$ cat src/rtl/sq_pkg.sv
package sq_pkg;
    localparam int PER_W = 10;
    localparam int ATT_W = 4;

    typedef logic [PER_W-1:0] period_t;
    typedef logic [ATT_W-1:0] att_t;

    typedef struct packed {
        period_t cnt;
        logic    sq;
    } div_st_t;

    typedef struct packed {
        att_t att;
    } lvl_st_t;
endpackage

$ cat src/rtl/sq_prescale.sv
module sq_prescale #(
    parameter int DIV = 16
) (
    input  logic clk,
    input  logic rst_n,
    input  logic clk_en,
    output logic tick
);
    localparam int CW = (DIV > 1) ? $clog2(DIV) : 1;
    localparam logic [CW-1:0] LAST = CW'(DIV - 1);

    typedef struct packed {
        logic [CW-1:0] cnt;
    } pre_st_t;

    pre_st_t st_d, st_q;

    always_comb begin
        st_d = st_q;
        tick = 1'b0;
        if (clk_en) begin
            if (st_q.cnt == LAST) begin
                st_d.cnt = '0;
                tick     = 1'b1;
            end else begin
                st_d.cnt = st_q.cnt + 1'b1;
            end
        end
    end

    always_ff @(posedge clk) begin
        if (!rst_n) st_q <= '0;
        else        st_q <= st_d;
    end
endmodule

$ cat src/rtl/sq_divider.sv
module sq_divider
    import sq_pkg::*;
(
    input  logic    clk,
    input  logic    rst_n,
    input  logic    tick,
    input  period_t period,
    output logic    sq,
    output logic    cycle_start
);
    localparam period_t ONE = period_t'(1);

    div_st_t st_d, st_q;

    // Borrow happens when a tick meets a count of one; a reloaded 0 wraps
    // through the full range first, so it behaves as 1024.
    always_comb begin
        st_d        = st_q;
        cycle_start = 1'b0;
        if (tick) begin
            if (st_q.cnt == ONE) begin
                st_d.cnt    = period;
                st_d.sq     = ~st_q.sq;
                cycle_start = ~st_q.sq;
            end else begin
                st_d.cnt = st_q.cnt - ONE;
            end
        end
    end

    always_ff @(posedge clk) begin
        if (!rst_n) st_q <= '0;
        else        st_q <= st_d;
    end

    assign sq = st_q.sq;
endmodule

$ cat src/rtl/sq_level.sv
module sq_level
    import sq_pkg::*;
(
    input  logic clk,
    input  logic rst_n,
    input  logic cycle_start,
    input  logic sq,
    input  att_t atten,
    output att_t level
);
    localparam att_t ATT_MAX = '1;

    lvl_st_t st_d, st_q;

    always_comb begin
        st_d = st_q;
        if (cycle_start) st_d.att = atten;
        level = sq ? (ATT_MAX - st_q.att) : '0;
    end

    always_ff @(posedge clk) begin
        if (!rst_n) st_q <= '{att: ATT_MAX};
        else        st_q <= st_d;
    end
endmodule

$ cat src/rtl/sq_tone_voice.sv
module sq_tone_voice
    import sq_pkg::*;
#(
    parameter int DIV = 16
) (
    input  logic             clk,
    input  logic             rst_n,
    input  logic             clk_en,
    input  logic [PER_W-1:0] period,
    input  logic [ATT_W-1:0] atten,
    output logic             sq_out,
    output logic [ATT_W-1:0] level
);
    logic tick;
    logic cycle_start;

    sq_prescale #(.DIV(DIV)) u_pre (
        .clk    (clk),
        .rst_n  (rst_n),
        .clk_en (clk_en),
        .tick   (tick)
    );

    sq_divider u_div (
        .clk         (clk),
        .rst_n       (rst_n),
        .tick        (tick),
        .period      (period),
        .sq          (sq_out),
        .cycle_start (cycle_start)
    );

    sq_level u_lvl (
        .clk         (clk),
        .rst_n       (rst_n),
        .cycle_start (cycle_start),
        .sq          (sq_out),
        .atten       (atten),
        .level       (level)
    );
endmodule

$ cat config.mk
export PLATFORM = sky130hd
export DESIGN_NAME = sq_tone_voice
export DESIGN_NICKNAME = d
export VERILOG_FILES = /design/src/rtl/sq_pkg.sv /design/src/rtl/sq_prescale.sv /design/src/rtl/sq_divider.sv /design/src/rtl/sq_level.sv /design/src/rtl/sq_tone_voice.sv
export SDC_FILE = /design/constraint.sdc
export NUM_CORES = 1
export LEC_CHECK = 0
export BUFFER_PORTS_ARGS = -buffer_cell sky130_fd_sc_hd__buf_2
export CORE_ASPECT_RATIO = 1.25
export CORE_UTILIZATION = 30
export DETAILED_ROUTE_END_ITERATION = 7
export MAX_ROUTING_LAYER = met4
export PLACE_DENSITY = 0.55
export SLEW_MARGIN = 30
export SYNTH_ARGS = -nofsm -noshare
export SYNTH_HDL_FRONTEND = slang
export SYNTH_SLANG_ARGS = --single-unit
$ cat constraint.sdc
create_clock -name clk -period 3 [get_ports clk]
set_input_delay 0.3 -clock clk [delete_from_list [all_inputs] [get_ports clk]]
set_output_delay 0.3 -clock clk [all_outputs]
set_load 0.01 [all_outputs]
# After elaboration in Yosys (flattened, before gate mapping)
# Cells that the tools add are included.
# totals
ff_bits	19
inputBits	17
out_inout_bits	5
elab_cells	18
# op_classes
addsub	3
n_eq_ne	2
n_mux	7
bitwise	1
reduce_logical	1
# ops
cell	count
equality test 10 x 1 -> 1 bit, second input constant	1
2-to-1 mux 10 bit	1
subtractor 10 x 1 -> 10 bit, second input constant	1
2-to-1 mux 4 bit	2
adder 4 x 1 -> 4 bit, second input constant	1
equality test 4 bit, second input constant	1
2-to-1 mux 1 bit	4
subtractor 4 bit, first input constant	1
AND reduction 2 bit	1
inverter 1 bit	1

# Logic depth before layout (Yosys ltp)
# Gate-level depths: netlist (run 1).
# depth
word_depth	4
depth_mapped	7
ltp_nobuf	6

# Cells and area by module
# Synthesis (run 1) repeated with hierarchy kept, for this count alone.
# hier_totals
hier_cells	120
area_unflattened_um2	1034.7
# by_module_without_submodules
module	instances	cells_each	area_per_inst_um2	seq_area_each_um2
sq_divider	1	81	668.1	220.2
sq_prescale	1	22	195.2	80.1
sq_level	1	17	171.4	80.1

# Worst setup path before layout (run 1)
# No wires, ideal clock.
# synth_timing
kind	register -> register
from	register u_div.st_q[2] in the netlist's numbering
to	register u_div.st_q[7] in the netlist's numbering
setup_ps	62
t_arrival_ps	1590
t_required_ps	2938
slack_ps	1348
stages_incl_launch_ff	8
path_buffers	1
synth_period_minus_slack_ps	1652
path_cell_list	dfxtp_1 > inv_1 > ha_1 > nor3b_1 > and3_1 > buf_2 > or4_1 > nand3_1
# synth_via
elab_chain_cells	2
word_cells_on_any_way	3
cone_classes	1 x add/sub; 1 x eq/ne; 1 x mux
# synth_rtl
item	line_no	source
from (decl)	sq_divider.sv:13	div_st_t st_d, st_q;
from (signal assigned)	sq_divider.sv:33	else st_q <= st_d;
subtractor 10 x 1 -> 10 bit or equality test 10 x 1 -> 1 bit (tied branches)	sq_divider.sv:26, sq_divider.sv:21	
2-to-1 mux 10 bit (*)	sq_divider.sv:21	if (st_q.cnt == ONE) begin
# Every way passes the cells marked *; elsewhere a longest branch is shown, timed or not.
# A chain may end at the register's enable or synchronous reset.

# Final worst setup path (run 1)
# layout_timing
from	register u_div.st_q[2] in the netlist's numbering
to	register u_lvl.st_q[2] in the netlist's numbering
# layout_via
elab_chain_cells	3
# layout_rtl
item	line_no	source
equality test 10 x 1 -> 1 bit	sq_divider.sv:21	
2-to-1 mux 1 bit	sq_divider.sv:21	
2-to-1 mux 1 bit	sq_divider.sv:20	if (tick) begin
to (signal assigned)	sq_level.sv:22	if (!rst_n) st_q <= '{att: ATT_MAX};
to (signal assigned)	sq_level.sv:23	else st_q <= st_d;
to (decl)	sq_level.sv:13	lvl_st_t st_d, st_q;
# No other way between the ends.

==> results.yml, run 1 <==
status:
  outcome: "finished, final reports clean"
min_path:
  hold_start: "period[6]"
  whs_path_depth: 3
  hp-class: "in2reg"
  min_to: "u_div.st_q[7]$_SDFFE_PN0P_"
run:
  drv_cap: 0
worst_setup_path:
  crit_type: "reg2reg"
  cp.required_ns: 3.19
  arrival_ns: 2.08
  path_max_fanout: 5
  r2r_start: "u_div.st_q[2]$_SDFFE_PN0P_"
  end_kind: "flop"
  r2r_setup_slack_ns: 1.11
  worstReg2RegEnd: "u_lvl.st_q[2]$_SDFFE_PN1P_"
  rr_worst_depth: 6
  critPathLaunchType: "flop"
yosys:
  syn_inst: 120
  yosysWarnings: 0
  synth.distinct_cells: 38
  syn_area_um2: 1033
  synth_seq_cells: 19
  yosysSeqAreaShare: 0.3680
  syn_nets: 140
  synth_area_per_cell_um2: 8.612
grt:
  grt.total_usage: 0.1532
  grt_max_degree: 17
  grt_overflow: 0
  grt_pass1_vias: 915
  grt_pass1_wl_um: 3946
  grt_antenna_before_repair: 0
die:
  ios: 22
  dieHeight_um: 67.62
  core.rowCount: 23
  fp.dieW_um: 54.50
  die-area_um2: 3685
  initial_core_util: 0.3178
  coreArea_um2: 3252
final_layout:
  stdcell_area_um2: 1211
  syn_to_final_growth_pct: 17.19
  utilization: 0.3725
  num-nets-final: 162
  drive_gt1_frac: 0.2199
  antennaDiodeCount: 0
power:
  vdd.ir_drop.worst_mv: 0.1927
  pwr-share-seq: 0.546
  cellPowerDensity_nw_per_um2: 390.1
  leakage_uw: 0.0004651
  p_sw_uw: 109.8
  switching_share: 0.2325
  p_int_uw: 362.6
  pwr-share-clk: 0.397
  comb_power_share: 0.057
sta:
  hold_violations: 0
  grt_setup_unrepaired: "no"
  whs_ns: 0.2884
  period_minus_slack_ns: 1.889
  fmax_ghz: 0.5295
  worst_slew_margin_rel: 0.6768
  worst_slew_pin_slew_ns: 0.4842
  setup_violations: 0
  maxSlewViolCount: 0
  tns_ns: 0
  finalCritPeriodShare: 0.6296
  skew_ns: 0.0005034
route:
  routed_wl_um: 2382
  first_iter_violations: 25
  vias_per_cell: 5.388
  ant_nets: 0
  wl_per_cell_um: 13.38
  firstDrtPassIters: 4
  drc_errors: 0
  vias: 959
clock_tree:
  cts_tree: "done"
  clk_pin_slew_ns: 0.08
  cts_resized: 0
  clkLatencyLatePin_ns: 0.26
  hold_buffers: 0
  cts_setup_buffers: 0
  cts_buffers: 3
  cts_sinks: 19
  htree_levels: 1
  root_buffer: "clkbuf_8"
  cts_max_path_buffers: 2
placement:
  placed_area_um2: 1166
  place_hpwl_um: 1757
  io_buffer_count: 21
  gp_congestion: 0.8528
==> power by group through the flow <==
stage | Clock [uW] | Combinational, uW | Sequential, uW
floorplan | 0 | 12.8 | 263
global route | 199 | 29.6 | 259
global placement | 0 | 26.4 | 264
CTS | 192 | 27.4 | 258
detailed placement | 0 | 27.2 | 264
finish | 187 | 26.9 | 258
==> cell usage after synthesis (all sizes together) <==
| cell type | number | area share |
|---|---|---|
| buf | 3 | 0.015 |
| and4 | 1 | 0.0097 |
| xnor2 | 1 | 0.0085 |
| o211ai | 2 | 0.015 |
| nand3 | 9 | 0.044 |
| nand2b | 1 | 0.0061 |
| a21oi | 3 | 0.015 |
| mux2i | 9 | 0.087 |
| nor2 | 15 | 0.054 |
| nand4 | 4 | 0.024 |
| o311a | 1 | 0.0097 |
| o221a | 1 | 0.011 |
| o21ai | 4 | 0.019 |
| nor2b | 4 | 0.024 |
| or3 | 3 | 0.018 |
| and2 | 2 | 0.012 |
| inv | 3 | 0.011 |
| xor2 | 1 | 0.0085 |
| and3 | 1 | 0.0061 |
| nor3b | 1 | 0.0073 |
| a31oi | 2 | 0.012 |
| nand4b | 1 | 0.0085 |
| dfxtp | 19 | 0.37 |
| o311ai | 2 | 0.017 |
| nor3 | 4 | 0.030 |
| o31ai | 2 | 0.015 |
| nor4 | 1 | 0.012 |
| o41ai | 3 | 0.033 |
| clkbuf | 1 | 0.0036 |
| or4 | 2 | 0.018 |
| ha | 3 | 0.036 |
| or2 | 1 | 0.0061 |
| nand2 | 10 | 0.036 |
==> metal layers <==
layer	GRT usage	share of wire	up-vias
li1	-	-	488
met1	0.1848	0.47	449
met2	0.2363	0.48	16
met3	0.02703	0.030	6
met4	0.08333	0.024	0
met5	-	0	-
==> worst max-delay path by stage <==
stage                                      end                  startpoint  slack, ns
floorplan           u_div.st_q[7]$_SDFFE_PN0P_  u_div.st_q[2]$_SDFFE_PN0P_       1.35
global placement    u_lvl.st_q[3]$_SDFFE_PN1P_  u_div.st_q[2]$_SDFFE_PN0P_       1.19
detailed placement  u_div.st_q[2]$_SDFFE_PN0P_  u_div.st_q[2]$_SDFFE_PN0P_       1.13
CTS                 u_lvl.st_q[2]$_SDFFE_PN1P_  u_div.st_q[2]$_SDFFE_PN0P_       1.11
global route        u_lvl.st_q[1]$_SDFFE_PN1P_  u_div.st_q[1]$_SDFFE_PN0P_       0.96
finish              u_lvl.st_q[2]$_SDFFE_PN1P_  u_div.st_q[2]$_SDFFE_PN0P_       1.11
==> registers in the layout, indices dropped and copies added, names as in the netlist <==
name	count
u_div.sq	1
u_div.st_q	10
u_lvl.st_q	4
u_pre.st_q	4
==> layout make-up <==
cell class / instances / area [um^2]
Fill cell: 340 / 2041
Multi-Input combinational cell: 94 / 623.1
Sequential cell: 19 / 380.4
Timing Repair Buffer: 21 / 105.1
Tap cell: 37 / 46.29
Clock buffer: 4 / 45.04
Inverter: 3 / 11.26
==> metrics by stage <==
stage | std cells | total power (uW) | setup slack, ns
3_3_place_gp | 174 | 290.0 | 1.192
5_1_grt | 178 | 487.7 | 0.9579
3_5_place_dp | 174 | 291.1 | 1.126
4_1_cts | 178 | 477.1 | 1.111
6_report | 178 | 472.4 | 1.111
2_1_floorplan | 120 | 276.2 | 1.348
==> cells by family after synthesis <==
kind of cell | synth area share
AND/OR/NAND/NOR | 0.3172
adder cells (fa/ha/maj) | 0.03632
flip-flops | 0.3680
AO/OA/AOI/OAI | 0.1453
buffers and inverters | 0.02905
multiplexers | 0.08717
XOR/XNOR | 0.01695
==> critical path: stages (launching register included) <==
cell and delay, ns:
dfxtp_1 0.34, inv_1 0.09, ha_1 0.19, nor3b_1 0.43, nand2_1 0.25, nor3_4 0.30, mux2i_1 0.22
==> cell usage in the layout, fill, tap and decap left out, drive strengths merged, types with 3 or more instances in the layout <==
cell and count:
o41ai 3, nor2b 4, dfxtp 19, or3 3, mux2i 9, nand2 10
nand4 4, inv 3, nor3 4, nand3 9, buf 21, ha 3
clkbuf 4, o21ai 4, a21oi 3, nor2 15
Power figures use the tool's default switching activity.
==> run 2, diff against run 1 <==
PLACE_DENSITY = 0.57   (was 0.55)
clock period = 1.56 ns   (was 3 ns; I/O delays follow)
==> results.yml, run 2 (same netlist as run 1, synthesis figures left out) <==
worst_setup_path:
  critPathLaunchType: "flop"
  end_kind: "flop"
  crit_type: "reg2reg"
  cp.required_ns: 1.77
  path_max_fanout: 6
  rr_worst_depth: 6
  arrival_ns: 1.75
final_layout:
  mostFrequentLayoutCell: "buf_2"
  final_cell_mix: "buf_2, buf_4, nor2_1, dfxtp_1, mux2i_1"
  antennaDiodeCount: 0
  largest_register_ff_count: 10
  utilization: 0.4490
  syn_to_final_growth_pct: 41.28
  num-nets-final: 182
  stdcell_area_um2: 1460
  top_regs: "u_div.st_q: 10 flops, u_lvl.st_q: 4 flops, u_pre.st_q: 4 flops"
  regMostFlops: "u_div.st_q"
  drive_gt1_frac: 0.4224
clock_tree:
  clk_pin_slew_ns: 0.08
  root_buffer: "clkbuf_8"
  hold_buffers: 0
  clkLatencyLatePin_ns: 0.26
  cts_sinks: 19
  cts_tree: "done"
  htree_levels: 1
  cts_max_path_buffers: 2
  cts_buffers: 3
sta:
  period_minus_slack_ns: 1.547
  setup_violations: 0
  fmax_ghz: 0.6465
  grt_setup_unrepaired: "yes"
  hold_violations: 0
  finalCritPeriodShare: 0.9916
  maxSlewViolCount: 0
  setup_slack_ns: 0.01310
  worst_slew_margin_rel: 0.6585
  worst_slew_pin_slew_ns: 0.5117
  skew_ns: 0.001434
placement:
  gp_congestion: 0.8475
  place_hpwl_um: 2102
  place_ws_ns: -0.06942
  io_buffer_count: 21
  placed_area_um2: 1311
grt:
  grt_busiest_layer: "met2"
  grt_antenna_before_repair: 0
  use_met1: 0.2073
  use_met3: 0.02027
  grt_pass1_wl_um: 4657
  grt_pass1_vias: 1055
  groute.layer.met2.usage: 0.3064
  grt_overflow: 0
  grt.total_usage: 0.1800
  grt_max_degree: 17
route:
  wl_per_cell_um: 15.22
  first_iter_violations: 26
  ant_nets: 0
  vias: 1087
  vias_per_cell: 5.490
  drc_errors: 0
  firstDrtPassIters: 4
  routed_wl_um: 3013
die:
  die-area_um2: 3685
  dieHeight_um: 67.62
  ios: 22
  core.rowCount: 23
  fp.dieW_um: 54.50
  coreArea_um2: 3252
  initial_core_util: 0.3178
power:
  power_uw: 928.4
  cellPowerDensity_nw_per_um2: 635.8
  leakage_uw: 0.0005788
  vdd.ir_drop.worst_mv: 0.4043
min_path:
  hp-class: "in2reg"
  whs_path_depth: 3
status:
  outcome: "finished, final reports clean"
run:
  drv_cap: 0
-- run 2: where the power goes --
part	internal (uW)	total (uW)	switching (uW)
clock network	178	362	184
registers	491	498	6.92
logic	34.9	68.6	33.7
-- run 2: layout make-up --
| cell class | count | area [um^2] |
|---|---|---|
| Clock buffer | 3 | 41.29 |
| Clock inverter | 1 | 5.005 |
| Fill cell | 315 | 1792 |
| Inverter | 3 | 11.26 |
| Multi-Input combinational cell | 94 | 714.4 |
| Sequential cell | 19 | 386.6 |
| Tap cell | 37 | 46.29 |
| Timing Repair Buffer | 41 | 255.2 |
-- run 2: worst paths after layout --
kind	startpoint	to	slack (ns)
worst max-delay path	u_div.st_q[2]$_SDFFE_PN0P_	u_div.st_q[7]$_SDFFE_PN0P_	0.01
worst min-delay path	period[6]	u_div.st_q[7]$_SDFFE_PN0P_	0.14
worst max register to register	u_div.st_q[2]$_SDFFE_PN0P_	u_div.st_q[7]$_SDFFE_PN0P_	0.01
worst min register to register	u_div.st_q[2]$_SDFFE_PN0P_	u_div.st_q[2]$_SDFFE_PN0P_	0.50
-- run 2: worst max-delay path, stage by stage (launching register included) --
cell and delay [ns]:
dfxtp_2 0.36, inv_2 0.06, ha_4 0.15, nor3b_4 0.16, and3_2 0.27, or4_1 0.40
nand3_1 0.09
-- run 2: what timing repair did --
| action | 4_1_cts | 5_1_grt |
|---|---|---|
| setup endpoints to repair | 8 | 11 |
| setup buffers | 2 | 2 |
| gates resized for setup | 7 | 11 |
| endpoints found under the hold margin | 0 | 0 |
| pin swaps | 2 | 4 |
| cloned | 0 | 0 |
-- run 2: metal layers --
layer  part of all wire  vias up
met5                  0        -
met4              0.017        0
met3              0.018        8
met2               0.53       26
met1               0.43      525
li1                   -      528
-- run 2: stage by stage --
step                      TNS (ns)  std cells  hold WS [ns]
after floorplan                  0        120        0.3075
after global placement    -0.07633        190        0.4122
after detailed placement   -0.2984        190        0.4152
after CTS                        0        196        0.1415
after global routing       -0.3693        198        0.1553
final                            0        198        0.1419
==> run 3, diff against run 2 <==
ABC_AREA = 1   (was default)
CTS_CLUSTER_DIAMETER = 150   (was default)
PLACE_DENSITY = 0.56   (was 0.57)
==> results.yml, run 3 <==
worst_setup_path:
  cp.required_ns: 1.73
  crit_type: "reg2reg"
  critPathLaunchType: "flop"
  arrival_ns: 1.56
  path_max_fanout: 6
  end_kind: "flop"
yosys:
  post-synth-top-count-cell: "nand2_1"
  synth_top_flop_cell: "dfxtp_1"
  synth_seq_cells: 19
  synth_top_cell_area_share: 0.3333
  synth-edff-count: 0
  synthTopCellsByArea: "dfxtp_1, nand2_1, nand3_1"
  synthTopCellsByCount: "nand2_1, dfxtp_1, nand3_1"
  syn_area_um2: 1141
  synth_area_per_cell_um2: 6.958
  synth.distinct_cells: 23
  synthArstFlopShare: 0
  syn_inst: 164
  synth_top_cell_by_area: "dfxtp_1"
  yosysWarnings: 0
  syn_nets: 184
  yosysSeqAreaShare: 0.3333
sta:
  worst_slew_margin_rel: 0.7942
  worst_slew_pin_slew_ns: 0.3084
  period_minus_slack_ns: 1.390
  setup_violations: 0
  hold_violations: 0
  fmax_ghz: 0.7194
  grt_setup_unrepaired: "no"
  tns_ns: 0
  skew_ns: 0.001902
  finalCritPeriodShare: 0.8911
  maxSlewViolCount: 0
route:
  vias: 1104
  routed_wl_um: 2670
  wl_per_cell_um: 11.41
  drc_errors: 0
  ant_nets: 0
  vias_per_cell: 4.718
  firstDrtPassIters: 4
  first_iter_violations: 42
die:
  ios: 22
  fp.dieW_um: 57.16
  dieHeight_um: 70.96
  die-area_um2: 4056
  core.rowCount: 24
  initial_core_util: 0.3193
  coreArea_um2: 3573
power:
  pwr-share-clk: 0.403
  p_sw_uw: 212.3
  leakage_uw: 0.0006899
  cellPowerDensity_nw_per_um2: 655.5
  pwr-share-seq: 0.543
  comb_power_share: 0.053
  switching_share: 0.2338
  vdd.ir_drop.worst_mv: 0.4348
  p_int_uw: 695.6
clock_tree:
  htree_levels: 1
  cts_resized: 0
  clk_pin_slew_ns: 0.08
  cts_tree: "done"
  cts_buffers: 3
  cts_setup_buffers: 0
  hold_buffers: 0
  clkLatencyLatePin_ns: 0.26
  root_buffer: "clkbuf_8"
  cts_max_path_buffers: 2
  cts_sinks: 19
final_layout:
  final_cell_mix: "nand2_1, buf_2, nand3_1, dfxtp_1, nor2_1"
  antennaDiodeCount: 0
  syn_to_final_growth_pct: 21.38
  top_regs: "u_div.st_q: 10 flops, u_lvl.st_q: 4 flops, u_pre.st_q: 4 flops"
  drive_gt1_frac: 0.2462
  largest_register_ff_count: 10
  regMostFlops: "u_div.st_q"
  stdcell_area_um2: 1385
  mostFrequentLayoutCell: "nand2_1"
  num-nets-final: 216
status:
  outcome: "finished, final reports clean"
placement:
  gp_congestion: 0.7802
  place_hpwl_um: 2044
  placed_area_um2: 1336
  io_buffer_count: 21
grt:
  grt_antenna_before_repair: 0
  grt.total_usage: 0.1481
  grt_pass1_vias: 1029
  grt_pass1_wl_um: 4554
  grt_max_degree: 13
  grt_overflow: 0
min_path:
  hp-class: "in2reg"
run:
  drv_cap: 0
==> run 3: cell types whose count changed in the layout (fill, tap and decap cells not counted), sizes merged, moves of 3 or more <==
cell / before / now
nand2: 10 / 48
buf: 41 / 28
nor2: 15 / 24
or3: 3 / 0
o21ai: 4 / 9
mux2i: 9 / 0
nor3: 4 / 1
nand3b: 0 / 9
o41ai: 3 / 0
nand3: 9 / 21
inv: 3 / 16
nor2b: 4 / 0
==> run 3: layout make-up <==
class                           count  area, um^2
Tap cell                           39       48.80
Clock inverter                      1       7.507
Timing Repair Buffer               28       157.7
Multi-Input combinational cell    128       689.4
Fill cell                         384        2188
Inverter                           16       60.06
Sequential cell                    19       380.4
Clock buffer                        3       41.29
==> run 3: metrics by stage <==
stage	hold WS [ns]	power, uW	setup WS, ns	util	std cells
global route	0.1469	958.8	0.01508	0.3876	234
floorplan	0.2406	523.5	0.1945	-	164
CTS	0.1419	931.3	0.1479	0.3876	234
finish	0.1439	908.0	0.1699	0.3876	234
detailed placement	0.4241	554.5	0.1841	0.3740	230
global placement	0.4222	554.9	0.1518	0.3740	230
==> run 3: worst max-delay path: stages (launching register included) <==
cell     delay [ns]
dfxtp_1        0.34
inv_1          0.17
ha_1           0.29
nand2_1        0.12
o21ai_0        0.17
nand3_1        0.09
nand2_1        0.08
nand2_1        0.04
==> run 3: logic make-up (layout without fill, tap and decap cells) <==
logic type | Yosys count | in the layout | synth area share
adders and majority gates | 3 | 3 | 0.03290
DFF | 19 | 19 | 0.3333
and+or+nand+nor | 110 | 110 | 0.4890
xor gates and xnor gates | 3 | 3 | 0.02303
AOI/OAI and AO/OA | 12 | 12 | 0.05921
buffers and inverters | 17 | 48 | 0.06249
==> run 3: worst paths after layout <==
check	from	end	slack, ns	depth (start not counted)
max	u_div.st_q[1]$_SDFFE_PN0P_	u_div.st_q[9]$_SDFFE_PN0P_	0.17	7
min	period[2]	u_div.st_q[3]$_SDFFE_PN0P_	0.14	3
max reg2reg	u_div.st_q[1]$_SDFFE_PN0P_	u_div.st_q[9]$_SDFFE_PN0P_	0.17	7
min reg2reg	u_lvl.st_q[1]$_SDFFE_PN1P_	u_lvl.st_q[1]$_SDFFE_PN1P_	0.46	2
==> run 3: power by group through the flow <==
stage	sequential, uW	combinational, uW	clock, uW
floorplan	504	19.5	0
detailed placement	505	49.6	0
CTS	493	49.8	388
global placement	505	49.9	0
global route	494	54.6	410
finish	493	48.5	366
==> run 3: per-layer routing <==
layer | track usage | vias to the layer above | share of wire
li1 | - | 600 | -
met1 | 0.1852 | 476 | 0.49
met2 | 0.2471 | 25 | 0.47
met3 | 0.03291 | 3 | 0.034
met4 | 0.02439 | 0 | 0.0041
met5 | - | - | 0
